**src/rtl/nand_syn_pkg.sv**
```systemverilog
package nand_syn_pkg;

    // Sector geometry: 2^ADDR_W bytes of 2^IDX_W bits each
    localparam int ADDR_W  = 8;
    localparam int IDX_W   = 3;
    localparam int ROW_W   = 2 * ADDR_W;              // row parity pairs
    localparam int COL_W   = 2 * IDX_W;               // column parity pairs
    localparam int PAD_W   = 2;                       // unused low bits of the column byte
    localparam int CODE_W  = ROW_W + PAD_W + COL_W;   // 24
    localparam int SYN_W   = ROW_W + COL_W;           // 22
    localparam int CNT_W   = $clog2(SYN_W + 1);
    localparam int HIT_WT  = ADDR_W + IDX_W;          // weight of a single data-bit flip

    typedef enum logic [1:0] {
        ST_CLEAN = 2'b00,
        ST_DATA  = 2'b01,
        ST_CODE  = 2'b10,
        ST_BAD   = 2'b11
    } status_e;

    typedef struct packed {
        logic [COL_W-1:0] col;
        logic [ROW_W-1:0] row;
    } syn_t;

    typedef struct packed {
        status_e           st;
        logic [ADDR_W-1:0] byte_addr;
        logic [IDX_W-1:0]  bit_idx;
    } result_t;

    function automatic logic [CNT_W-1:0] weight_of(input syn_t s);
        logic [CNT_W-1:0] n;
        n = '0;
        for (int i = 0; i < SYN_W; i++) begin
            n = n + CNT_W'(s[i]);
        end
        return n;
    endfunction

endpackage

```
**src/rtl/nand_syn_form.sv**
```systemverilog
module nand_syn_form
    import nand_syn_pkg::*;
(
    input  logic [CODE_W-1:0] code_a,
    input  logic [CODE_W-1:0] code_b,
    output syn_t              syn
);
    localparam int COL_LO = ROW_W + PAD_W;

    logic [CODE_W-1:0] diff;

    always_comb begin
        diff    = code_a ^ code_b;
        syn.row = diff[ROW_W-1:0];
        syn.col = diff[CODE_W-1:COL_LO];
    end
endmodule

```
**src/rtl/nand_syn_class.sv**
```systemverilog
module nand_syn_class
    import nand_syn_pkg::*;
(
    input  syn_t    syn,
    output status_e st
);
    logic [CNT_W-1:0] wt;

    always_comb begin
        wt = weight_of(syn);
        if (wt == '0)
            st = ST_CLEAN;
        else if (wt == CNT_W'(HIT_WT))
            st = ST_DATA;
        else if (wt == CNT_W'(1))
            st = ST_CODE;
        else
            st = ST_BAD;
    end

    always_comb begin
        a_class_clean_r3: assert (!(wt == '0) || st == ST_CLEAN);
    end
endmodule

```
**src/rtl/nand_syn_locate.sv**
```systemverilog
module nand_syn_locate
    import nand_syn_pkg::*;
(
    input  syn_t              syn,
    output logic [ADDR_W-1:0] byte_addr,
    output logic [IDX_W-1:0]  bit_idx
);
    // The odd member of each parity pair is set exactly when the
    // corresponding location bit of the flipped data bit is one.
    for (genvar k = 0; k < ADDR_W; k++) begin : g_row
        assign byte_addr[k] = syn.row[2*k+1];
    end
    for (genvar j = 0; j < IDX_W; j++) begin : g_col
        assign bit_idx[j] = syn.col[2*j+1];
    end
endmodule

```
**src/rtl/nand_syn_top.sv**
```systemverilog
module nand_syn_top
    import nand_syn_pkg::*;
(
    input  logic                 clk,
    input  logic                 rst,
    input  logic                 start,
    input  logic [CODE_W-1:0]    stored_code,
    input  logic [CODE_W-1:0]    calc_code,
    output logic [1:0]           status,
    output logic [ADDR_W-1:0]    err_byte,
    output logic [IDX_W-1:0]     err_bit,
    output logic                 done
);
    syn_t              syn;
    status_e           st_nx;
    logic [ADDR_W-1:0] loc_byte;
    logic [IDX_W-1:0]  loc_bit;
    result_t           res_nx;
    result_t           res_q;
    logic              done_q;

    nand_syn_form u_form (
        .code_a (stored_code),
        .code_b (calc_code),
        .syn    (syn)
    );

    nand_syn_class u_class (
        .syn (syn),
        .st  (st_nx)
    );

    nand_syn_locate u_locate (
        .syn       (syn),
        .byte_addr (loc_byte),
        .bit_idx   (loc_bit)
    );

    always_comb begin
        res_nx.st = st_nx;
        if (st_nx == ST_DATA) begin
            res_nx.byte_addr = loc_byte;
            res_nx.bit_idx   = loc_bit;
        end else begin
            res_nx.byte_addr = '0;
            res_nx.bit_idx   = '0;
        end
    end

    always_ff @(posedge clk) begin
        if (rst) begin
            res_q  <= '{st: ST_CLEAN, byte_addr: '0, bit_idx: '0};
            done_q <= 1'b0;
        end else begin
            done_q <= start;
            if (start)
                res_q <= res_nx;
        end
    end

    assign status   = res_q.st;
    assign err_byte = res_q.byte_addr;
    assign err_bit  = res_q.bit_idx;
    assign done     = done_q;

    localparam logic [CODE_W-1:0] USED_MASK =
        {{COL_W{1'b1}}, {PAD_W{1'b0}}, {ROW_W{1'b1}}};

    p_done_after_start_r2: assert property (@(posedge clk) disable iff (rst)
        done |-> $past(start));

    p_hold_r2: assert property (@(posedge clk) disable iff (rst)
        !$past(start) |-> ($stable(status) && $stable(err_byte) && $stable(err_bit)));

    p_loc_zero_r9: assert property (@(posedge clk) disable iff (rst)
        (status != ST_DATA) |-> (err_byte == '0 && err_bit == '0));

    p_clean_r3: assert property (@(posedge clk) disable iff (rst)
        (done && status == ST_CLEAN) |->
            ($past((stored_code ^ calc_code) & USED_MASK) == '0));

    p_code_single_r6: assert property (@(posedge clk) disable iff (rst)
        (done && status == ST_CODE) |->
            ($countones($past((stored_code ^ calc_code) & USED_MASK)) == 1));

    p_data_weight_r4: assert property (@(posedge clk) disable iff (rst)
        (done && status == ST_DATA) |->
            ($countones($past((stored_code ^ calc_code) & USED_MASK)) == HIT_WT));
endmodule

```
**config.mk**
```make
export PLATFORM = sky130hd
export DESIGN_NAME = nand_syn_top
export DESIGN_NICKNAME = d
export VERILOG_FILES = /design/src/rtl/nand_syn_pkg.sv /design/src/rtl/nand_syn_form.sv /design/src/rtl/nand_syn_class.sv /design/src/rtl/nand_syn_locate.sv /design/src/rtl/nand_syn_top.sv
export SDC_FILE = /design/constraint.sdc
export NUM_CORES = 1
export LEC_CHECK = 0
export CAP_MARGIN = 20
export CORE_MARGIN = 3
export CORE_UTILIZATION = 42
export DETAILED_ROUTE_END_ITERATION = 7
export PLACE_DENSITY = 0.79
export SYNTH_ARGS = -nofsm -noshare
export SYNTH_HDL_FRONTEND = slang
export SYNTH_HIERARCHICAL = 1
export SYNTH_SLANG_ARGS = --single-unit
```
**constraint.sdc**
```tcl
create_clock -name clk -period 8.2 [get_ports clk]
set_input_delay 2.46 -clock clk [delete_from_list [all_inputs] [get_ports clk]]
set_output_delay 2.46 -clock clk [all_outputs]
set_load 0.02 [all_outputs]
```
Word-level counts from Yosys, hierarchy flattened
Cells that the tools add are included.
- output and inout port bits: 14
- register bits: 14
- memories kept: 0
- memory bits (read-only): 0
- logic and storage cells: 34
- input bits: 51
- memory bits (writable): 0
- latch bits: 0
- div/mod/pow operators: 0
- equal/unequal tests: 3
- mux-type cells: 4
- reductions and logical operators: 1
- shifts and indexed selects: 0
- order comparisons: 0
- $mul: 0
- bitwise logic cells: 1
- add/subtract/negate cells: 21
- operator list (operator ; number):
    $add A5 B1 Y5 ; 20
    $xor A24 B24 Y24 ; 1
    $mux W11 ; 1
    $eq A5 B1 Y1 const B ; 1
    $eq A5 B4 Y1 const B ; 1
    $logic_not A5 Y1 ; 1
    $mux W2 ; 2
    $add A1 B1 Y2 ; 1
    $eq A2 B1 Y1 const B ; 1
    $mux W1 ; 1

Depth between registers and ports, before layout
Gate-level depths: netlist of run 1.
- depth in word-level cells: 28
- depth in mapped cells: 19
- gate-level depth less buffers: 18

Hierarchy
Netlist of run 1, hierarchy kept.
- by module, submodules not included (module ; sequential area each (µm²) ; times used ; area each (µm²) ; cells each):
    nand_syn_top ; 280.3 ; 1 ; 579.3 ; 57
    nand_syn_class ; 0.0 ; 1 ; 554.3 ; 56
    nand_syn_form ; 0.0 ; 1 ; 192.7 ; 22
    nand_syn_locate ; 0.0 ; 1 ; 82.6 ; 11

Worst setup path after synthesis of run 1
Ideal clock, no wire load.
- path kind: input -> register
- start point: input calc_code[5]
- end point: register res_q, in the netlist err_bit[0]
- library setup time: 71 ps
- arrival time: 7169 ps
- data required time: 8129 ps
- buffers on the path: 1
- path slack: 961 ps
- stages: 19
- cells stage by stage: xor2_1 -> inv_1 -> fa_1 -> inv_1 -> fa_1 -> fa_1 -> fa_1 -> inv_1 -> fa_1 -> inv_1 -> ha_1 -> fa_1 -> a211oi_2 -> a31oi_1 -> or4_1 -> mux2_2 -> clkbuf_1 -> nand4b_1 -> a21oi_1
- RTL lines (item ; line ; source):
    start: declaration ; nand_syn_top.sv:8 ; input logic [CODE_W-1:0] calc_code,
    end signal: assignment ; nand_syn_top.sv:52 ; res_q <= '{st: ST_CLEAN, byte_addr: '0, bit_idx: '0};
    end signal: assignment ; nand_syn_top.sv:57 ; res_q <= res_nx;
    end: declaration ; nand_syn_top.sv:19 ; result_t res_q;

==> results of run 1 <==
worst min path at each step:
stage	from	endpoint	slack, ps	depth (start not counted)
after floorplan	err_byte[7]	err_byte[7]	540	2
after global placement	err_bit[2]	err_bit[2]	460	2
after detailed placement	err_byte[3]	err_byte[3]	470	2
after CTS	err_byte[3]	err_byte[3]	480	2
after global routing	err_bit[0]	err_bit[0]	510	2
final	err_byte[2]	err_byte[2]	480	2
state kept, by name (all words and copies together), names as in the netlist:
signal    flops
done          1
err_bit       3
err_byte      8
status        2
metrics by stage:
stage	power, mW	area, um2	utilization
detailed placement	0.8728	1944	0.6216
CTS	0.9253	1981	0.6332
finish	0.9256	1981	0.6332
floorplan	0.6953	1409	-
global placement	0.8329	1944	0.6216
global route	1.018	1981	0.6332
worst max-delay path, delay by kind of cell:
family / cells / cell delay, ps
xor+xnor: 1 / 190
buf+inv: 5 / 700
mux: 1 / 360
fa+ha+maj: 7 / 3100
compound gates: 3 / 460
simple gates: 2 / 630
final cells by class:
| cell class | instances | area (um2) |
|---|---|---|
| fill | 266 | 1147 |
| multi-input combinational | 92 | 918.4 |
| timing repair buffer | 60 | 600.6 |
| sequential | 14 | 280.3 |
| inverter | 24 | 90.09 |
| tap | 44 | 55.05 |
| clock buffer | 4 | 36.28 |
cell families after synthesis:
family	share of synthesized area
buf+inv	0.1492
fa+ha+maj	0.2753
mux	0.02220
simple gates	0.1501
compound gates	0.06128
xor+xnor	0.1430
flops	0.1989
placed cells by master, fill, tap and decap left out, types with 2 or more instances in the layout:
cell type                         netlist  routed
sky130_fd_sc_hd__ha_1                   7       7
sky130_fd_sc_hd__inv_1                 24      24
sky130_fd_sc_hd__nand2b_1               8       8
sky130_fd_sc_hd__or4_1                  2       2
sky130_fd_sc_hd__clkdlybuf4s50_1        0      60
sky130_fd_sc_hd__mux2i_1                2       2
sky130_fd_sc_hd__dfxtp_1               14      14
sky130_fd_sc_hd__fa_1                  15      15
sky130_fd_sc_hd__nand2b_2               3       3
sky130_fd_sc_hd__clkbuf_4               1       3
sky130_fd_sc_hd__nor2_1                 2       2
sky130_fd_sc_hd__xor2_1                22      22
sky130_fd_sc_hd__nand4b_1              11      11
sky130_fd_sc_hd__a21oi_1               12      12
routing by layer:
layer / vias up / wire length, um
met5: - / 0
met3: 2 / 185
met2: 35 / 1569
li1: 549 / -
met1: 553 / 1093
met4: 0 / 14
report_power, final:
part	total (mW)	internal [mW]	switching, mW
sequential	0.120	0.102	0.0182
combinational	0.757	0.362	0.395
clock	0.0488	0.0270	0.0218
synthesized netlist by cell type, drive strengths merged:
cell type	instances	area, um2
a211oi	1	12.51
nor2	2	7.510
nand2	1	3.750
buf	13	105.1
mux2i	2	20.02
nand2b	11	76.33
ha	7	87.58
inv	24	90.09
xor2	22	192.7
nor2b	1	6.260
a21o	1	7.510
clkbuf	3	15.02
dfxtp	14	280.3
xnor2	1	8.760
a21oi	12	60.06
mux2	1	11.26
a31oi	1	6.260
fa	15	300.3
or3	1	6.260
nand4b	11	96.34
or4	2	15.01
==> metrics.yaml, run 1 <==
quantity_of_gates_resized_following_cts: 0
placement.setup.worst_slack_ps: 222.7
gr-usage-met3: 0.04042
root_buffer: "sky130_fd_sc_hd__clkbuf_4"
start_kind: "input port"
grt_max_degree: 26
cts_inserted_buffers: 3
drtPass1Iterations: 4
timing.final.hold_violations: 0
tritoncts_num_sinks: 14
detail_route.iter0.violations: 40
fin_nets: 268
post_detailed_placement_half_perimeter_wirelength_um: 2492
syn-mean-instance-area_um2: 9.650
timing.critical_path.to_type: "register"
timing.final.ws_setup_ps: 499.1
floorplan.io_pins: 65
slew_viol_final: 0
worst_hold_slack_ps: 481.7
placedCellCount: 234
areaGrowthSynthToFinish_pct: 40.59
crit_chain: "clkdlybuf4s50_1 > xor2_1 > inv_1 > fa_1 > inv_1 > fa_1 > fa_1 > fa_1 > inv_1 > fa_1 > inv_1 > ha_1 > fa_1 > a211oi_2 > a31oi_1 > or4_1 > mux2_2 > nand4b_1 > a21oi_1"
post-cts-setup-buffer-count: 0
r2r_start: "err_byte[6]"
setup.worst_path.end: "err_bit[0]"
synth.yosys.seq_area_share: 0.1989
report.final.setup_viol: 0
final_cell_count_no_fill: 238
maxCapViolCount: 0
synth.yosys.warnings: 6
clk_transition_reported_paths_ps: 80
finalWorstPathRequiredPeriod_ps: 7701
wire_length_of_the_first_global_routing_pass_um: 4905
mappedNetlistNets: 219
clock_skew_ps: 0
insertedDiodeCount: 0
vias: 1139
r2r-end: "err_byte[6]"
totalNegativeSetupSlack_ps: 0
globalRouteMet1Util: 0.1582
first_global_vias: 1190
die_h_um: 63.92
rsz0062_at_grt: "no"
outcome: "finished clean"
worst_skew_pair.late_latency_ps: 270
total_global_routing_track_utilization: 0.1464
design.core.area_um2: 3128
final_layout_size_suffix_gt1_frac: 0.04639
groute.layer.met2.usage: 0.2826
cts_tree: "done"
gr-max-usage-layer: "met2"
timing_worst_slew_pin_value_ps: 759.4
route.final.wire_length_um: 2862
cts_buffer_depth: 2
drc: 0
critPathMostFrequentCell: "sky130_fd_sc_hd__fa_1"
min-delay-path-class: "register to register"
routedWlPerCell_um: 12.03
floorplan.die_area_um2: 4085
antenna_found_initial: 0
effective_utilization_at_floorplan: 0.4504
slew_headroom: 0.4921
max-vdd-ir-drop_v: 0.0001823
max_stage_delay_ps: 530
post_drt_via_cell_ratio: 4.786
power_density_nw_per_um2: 467.3
rrSetupSlack_ps: 7560
max_freq_mhz: 129.9
cts.hold.buffers_added: 0
fp.dieW_um: 63.92
ant_nets: 0
ctsHtreeMaxLevel: 1
mappedNetlistArea_um2: 1409
post-route-period-util: 0.9391
row_count: 20
place.gp.congestion: 0.7908
timing.critical_path.required_ps: 8400
port_buffers: 60
critical_path.startpoint: "calc_code[5]"
postSynthCellCount: 146
timing.critical_path.fanout_max: 12
global_route.overflow_total: 0
arrival_time_at_the_worst_endpoint_ps: 7900
cellLeakagePower_nw: 0.8283
worstSetupPathType: "input port to register"
r2r.worst_path.cells: 2
netlist-cell-type-count: 24
slowest_stage: "sky130_fd_sc_hd__fa_1"
synth_seq_cells: 14
No activity file was read; power rests on OpenSTA's default activity.
==> inputs of run 2 (changes only) <==
--- a/config.mk
+++ b/config.mk
@@ -8,6 +8,8 @@
 export CAP_MARGIN = 20
 export CORE_MARGIN = 3
 export CORE_UTILIZATION = 42
+export CTS_BUF_LIST = sky130_fd_sc_hd__clkbuf_16
+export CTS_CLUSTER_DIAMETER = 60
 export DETAILED_ROUTE_END_ITERATION = 7
 export PLACE_DENSITY = 0.79
 export SYNTH_ARGS = -nofsm -noshare
==> metrics.yaml, run 2 (synthesized netlist as in run 1, its figures left out) <==
outcome: "finished clean"  # unchanged
min-delay-path-class: "register to register"  # unchanged
largest_register_ff_count: 8  # unchanged
fin_nets: 268  # unchanged
post_detailed_placement_half_perimeter_wirelength_um: 2492  # unchanged
power_density_nw_per_um2: 482.2  # was 467.3 nW/um2
quantity_of_gates_resized_following_cts: 0  # unchanged
r2r_start: "err_bit[1]"  # was err_byte[6]
grt_max_degree: 26  # unchanged
start_kind: "input port"  # unchanged
cts_inserted_buffers: 3  # unchanged
final_layout_size_suffix_gt1_frac: 0.04124  # was 0.04639
slew_viol_final: 0  # unchanged
drc: 0  # unchanged
hold_depth: 2  # unchanged
wire_length_of_the_first_global_routing_pass_um: 5037  # was 4905 um
cts_buffer_depth: 2  # unchanged
ctsHtreeMaxLevel: 1  # unchanged
gr-usage-met3: 0.04921  # was 0.04042
antenna_found_initial: 0  # unchanged
total_global_routing_track_utilization: 0.1517  # was 0.1464
route.final.wire_length_um: 2955  # was 2862 um
timing.critical_path.to_type: "register"  # unchanged
floorplan.die_area_um2: 4085  # unchanged
effective_utilization_at_floorplan: 0.4504  # unchanged
root_buffer: "sky130_fd_sc_hd__clkbuf_16"  # was sky130_fd_sc_hd__clkbuf_4
row_count: 20  # unchanged
worst_hold_slack_ps: 473.5  # was 481.7 ps
final_util: 0.6468  # was 0.6332
finalWorstPathRequiredPeriod_ps: 7766  # was 7701 ps
first_global_vias: 1207  # was 1,190
layout.cells.most_common_list: "60 x sky130_fd_sc_hd__clkdlybuf4s50_1, 24 x sky130_fd_sc_hd__inv_1, 22 x sky130_fd_sc_hd__xor2_1"  # unchanged
totalNegativeSetupSlack_ps: 0  # unchanged
post-route-period-util: 0.9471  # was 0.9391
post-cts-setup-buffer-count: 0  # unchanged
cellLeakagePower_nw: 0.8458  # was 0.8283 nW
timing.critical_path.fanout_max: 12  # unchanged
fp.dieW_um: 63.92  # unchanged
total_power_uw: 975.6  # was 925.6 uW
clock_skew_ps: 0  # unchanged
routedWlPerCell_um: 12.42  # was 12.03 um
gr-max-usage-layer: "met2"  # unchanged
cts_tree: "done"  # unchanged
globalRouteMet1Util: 0.1595  # was 0.1582
clk_transition_reported_paths_ps: 40  # was 80 ps
arrival_time_at_the_worst_endpoint_ps: 7920  # was 7900 ps
die_h_um: 63.92  # unchanged
timing.critical_path.required_ps: 8360  # was 8400 ps
hp-start: "err_byte[2]"  # unchanged
global_route.overflow_total: 0  # unchanged
max_freq_mhz: 128.8  # was 129.9 MHz
dpl-instance-area_um2: 1944  # unchanged
ant_nets: 0  # unchanged
layout.cells.most_common: "sky130_fd_sc_hd__clkdlybuf4s50_1"  # unchanged
design.core.area_um2: 3128  # unchanged
detail_route.iter0.violations: 19  # was 40
slew_headroom: 0.4824  # was 0.4921
insertedDiodeCount: 0  # unchanged
r2r.worst_path.cells: 2  # unchanged
maxCapViolCount: 0  # unchanged
tritoncts_num_sinks: 14  # unchanged
worst_skew_pair.late_latency_ps: 240  # was 270 ps
post_drt_via_cell_ratio: 4.807  # was 4.786
place.gp.congestion: 0.7908  # unchanged
drtPass1Iterations: 4  # unchanged
groute.layer.met2.usage: 0.2916  # was 0.2826
r2r-end: "err_bit[1]"  # was err_byte[6]
report.final.setup_viol: 0  # unchanged
port_buffers: 60  # unchanged
floorplan.io_pins: 65  # unchanged
cts.hold.buffers_added: 0  # unchanged
fin_area_um2: 2023  # was 1981 um2
worstSetupPathType: "input port to register"  # unchanged
timing_worst_slew_pin_value_ps: 774.0  # was 759.4 ps
rsz0062_at_grt: "no"  # unchanged
rrSetupSlack_ps: 7540  # was 7560 ps
max-vdd-ir-drop_v: 0.0001808  # was 0.0001823 V
min_to: "err_byte[2]"  # unchanged
areaGrowthSynthToFinish_pct: 43.61  # was 40.59%
timing.final.hold_violations: 0  # unchanged
vias: 1144  # was 1,139
==> run 2: per-stage QoR <==
| step | cells | setup slack [ps] |
|---|---|---|
| floorplan | 146 | 960.8 |
| global placement | 234 | 313.9 |
| detailed placement | 234 | 222.7 |
| CTS | 238 | 440.8 |
| global route | 238 | 200.2 |
| finish | 238 | 433.7 |
==> run 2: final cells by class <==
cell class                 count  area, um2
fill                         261       1105
multi-input combinational     92      918.4
timing repair buffer          60      600.6
sequential                    14      280.3
inverter                      24      90.09
clock buffer                   3      75.07
tap                           44      55.05
clock inverter                 1      3.754
==> run 2: worst max-delay path by stage <==
stage,depth (start not counted),slack [ps],end,from
5_1_grt,19,200,err_bit[1],calc_code[5]
3_5_place_dp,19,220,err_byte[4],calc_code[5]
3_3_place_gp,19,310,err_bit[0],stored_code[5]
2_1_floorplan,19,960,err_bit[0],calc_code[5]
4_1_cts,19,440,err_bit[1],calc_code[5]
6_report,19,430,err_bit[1],calc_code[5]
==> run 2: layer usage <==
metal	share of wire	vias to the layer above
met1	0.36	550
met5	0	-
met3	0.067	2
li1	-	550
met2	0.56	42
met4	0.0051	0
==> run 2: power breakdown <==
group          internal, mW  switching [mW]
logic                 0.363           0.401
registers             0.102          0.0184
clock network        0.0643          0.0263
total                 0.530           0.446
==> run 2: worst max-delay path: stages <==
cell                              delay, ps
sky130_fd_sc_hd__clkdlybuf4s50_1        480
sky130_fd_sc_hd__xor2_1                 190
sky130_fd_sc_hd__inv_1                   90
sky130_fd_sc_hd__fa_1                   530
sky130_fd_sc_hd__inv_1                   50
sky130_fd_sc_hd__fa_1                   470
sky130_fd_sc_hd__fa_1                   500
sky130_fd_sc_hd__fa_1                   510
sky130_fd_sc_hd__inv_1                   40
sky130_fd_sc_hd__fa_1                   480
sky130_fd_sc_hd__inv_1                   40
sky130_fd_sc_hd__ha_1                   200
sky130_fd_sc_hd__fa_1                   400
sky130_fd_sc_hd__a211oi_2               210
sky130_fd_sc_hd__a31oi_1                 90
sky130_fd_sc_hd__or4_1                  420
sky130_fd_sc_hd__mux2_2                 370
sky130_fd_sc_hd__nand4b_1               200
sky130_fd_sc_hd__a21oi_1                170
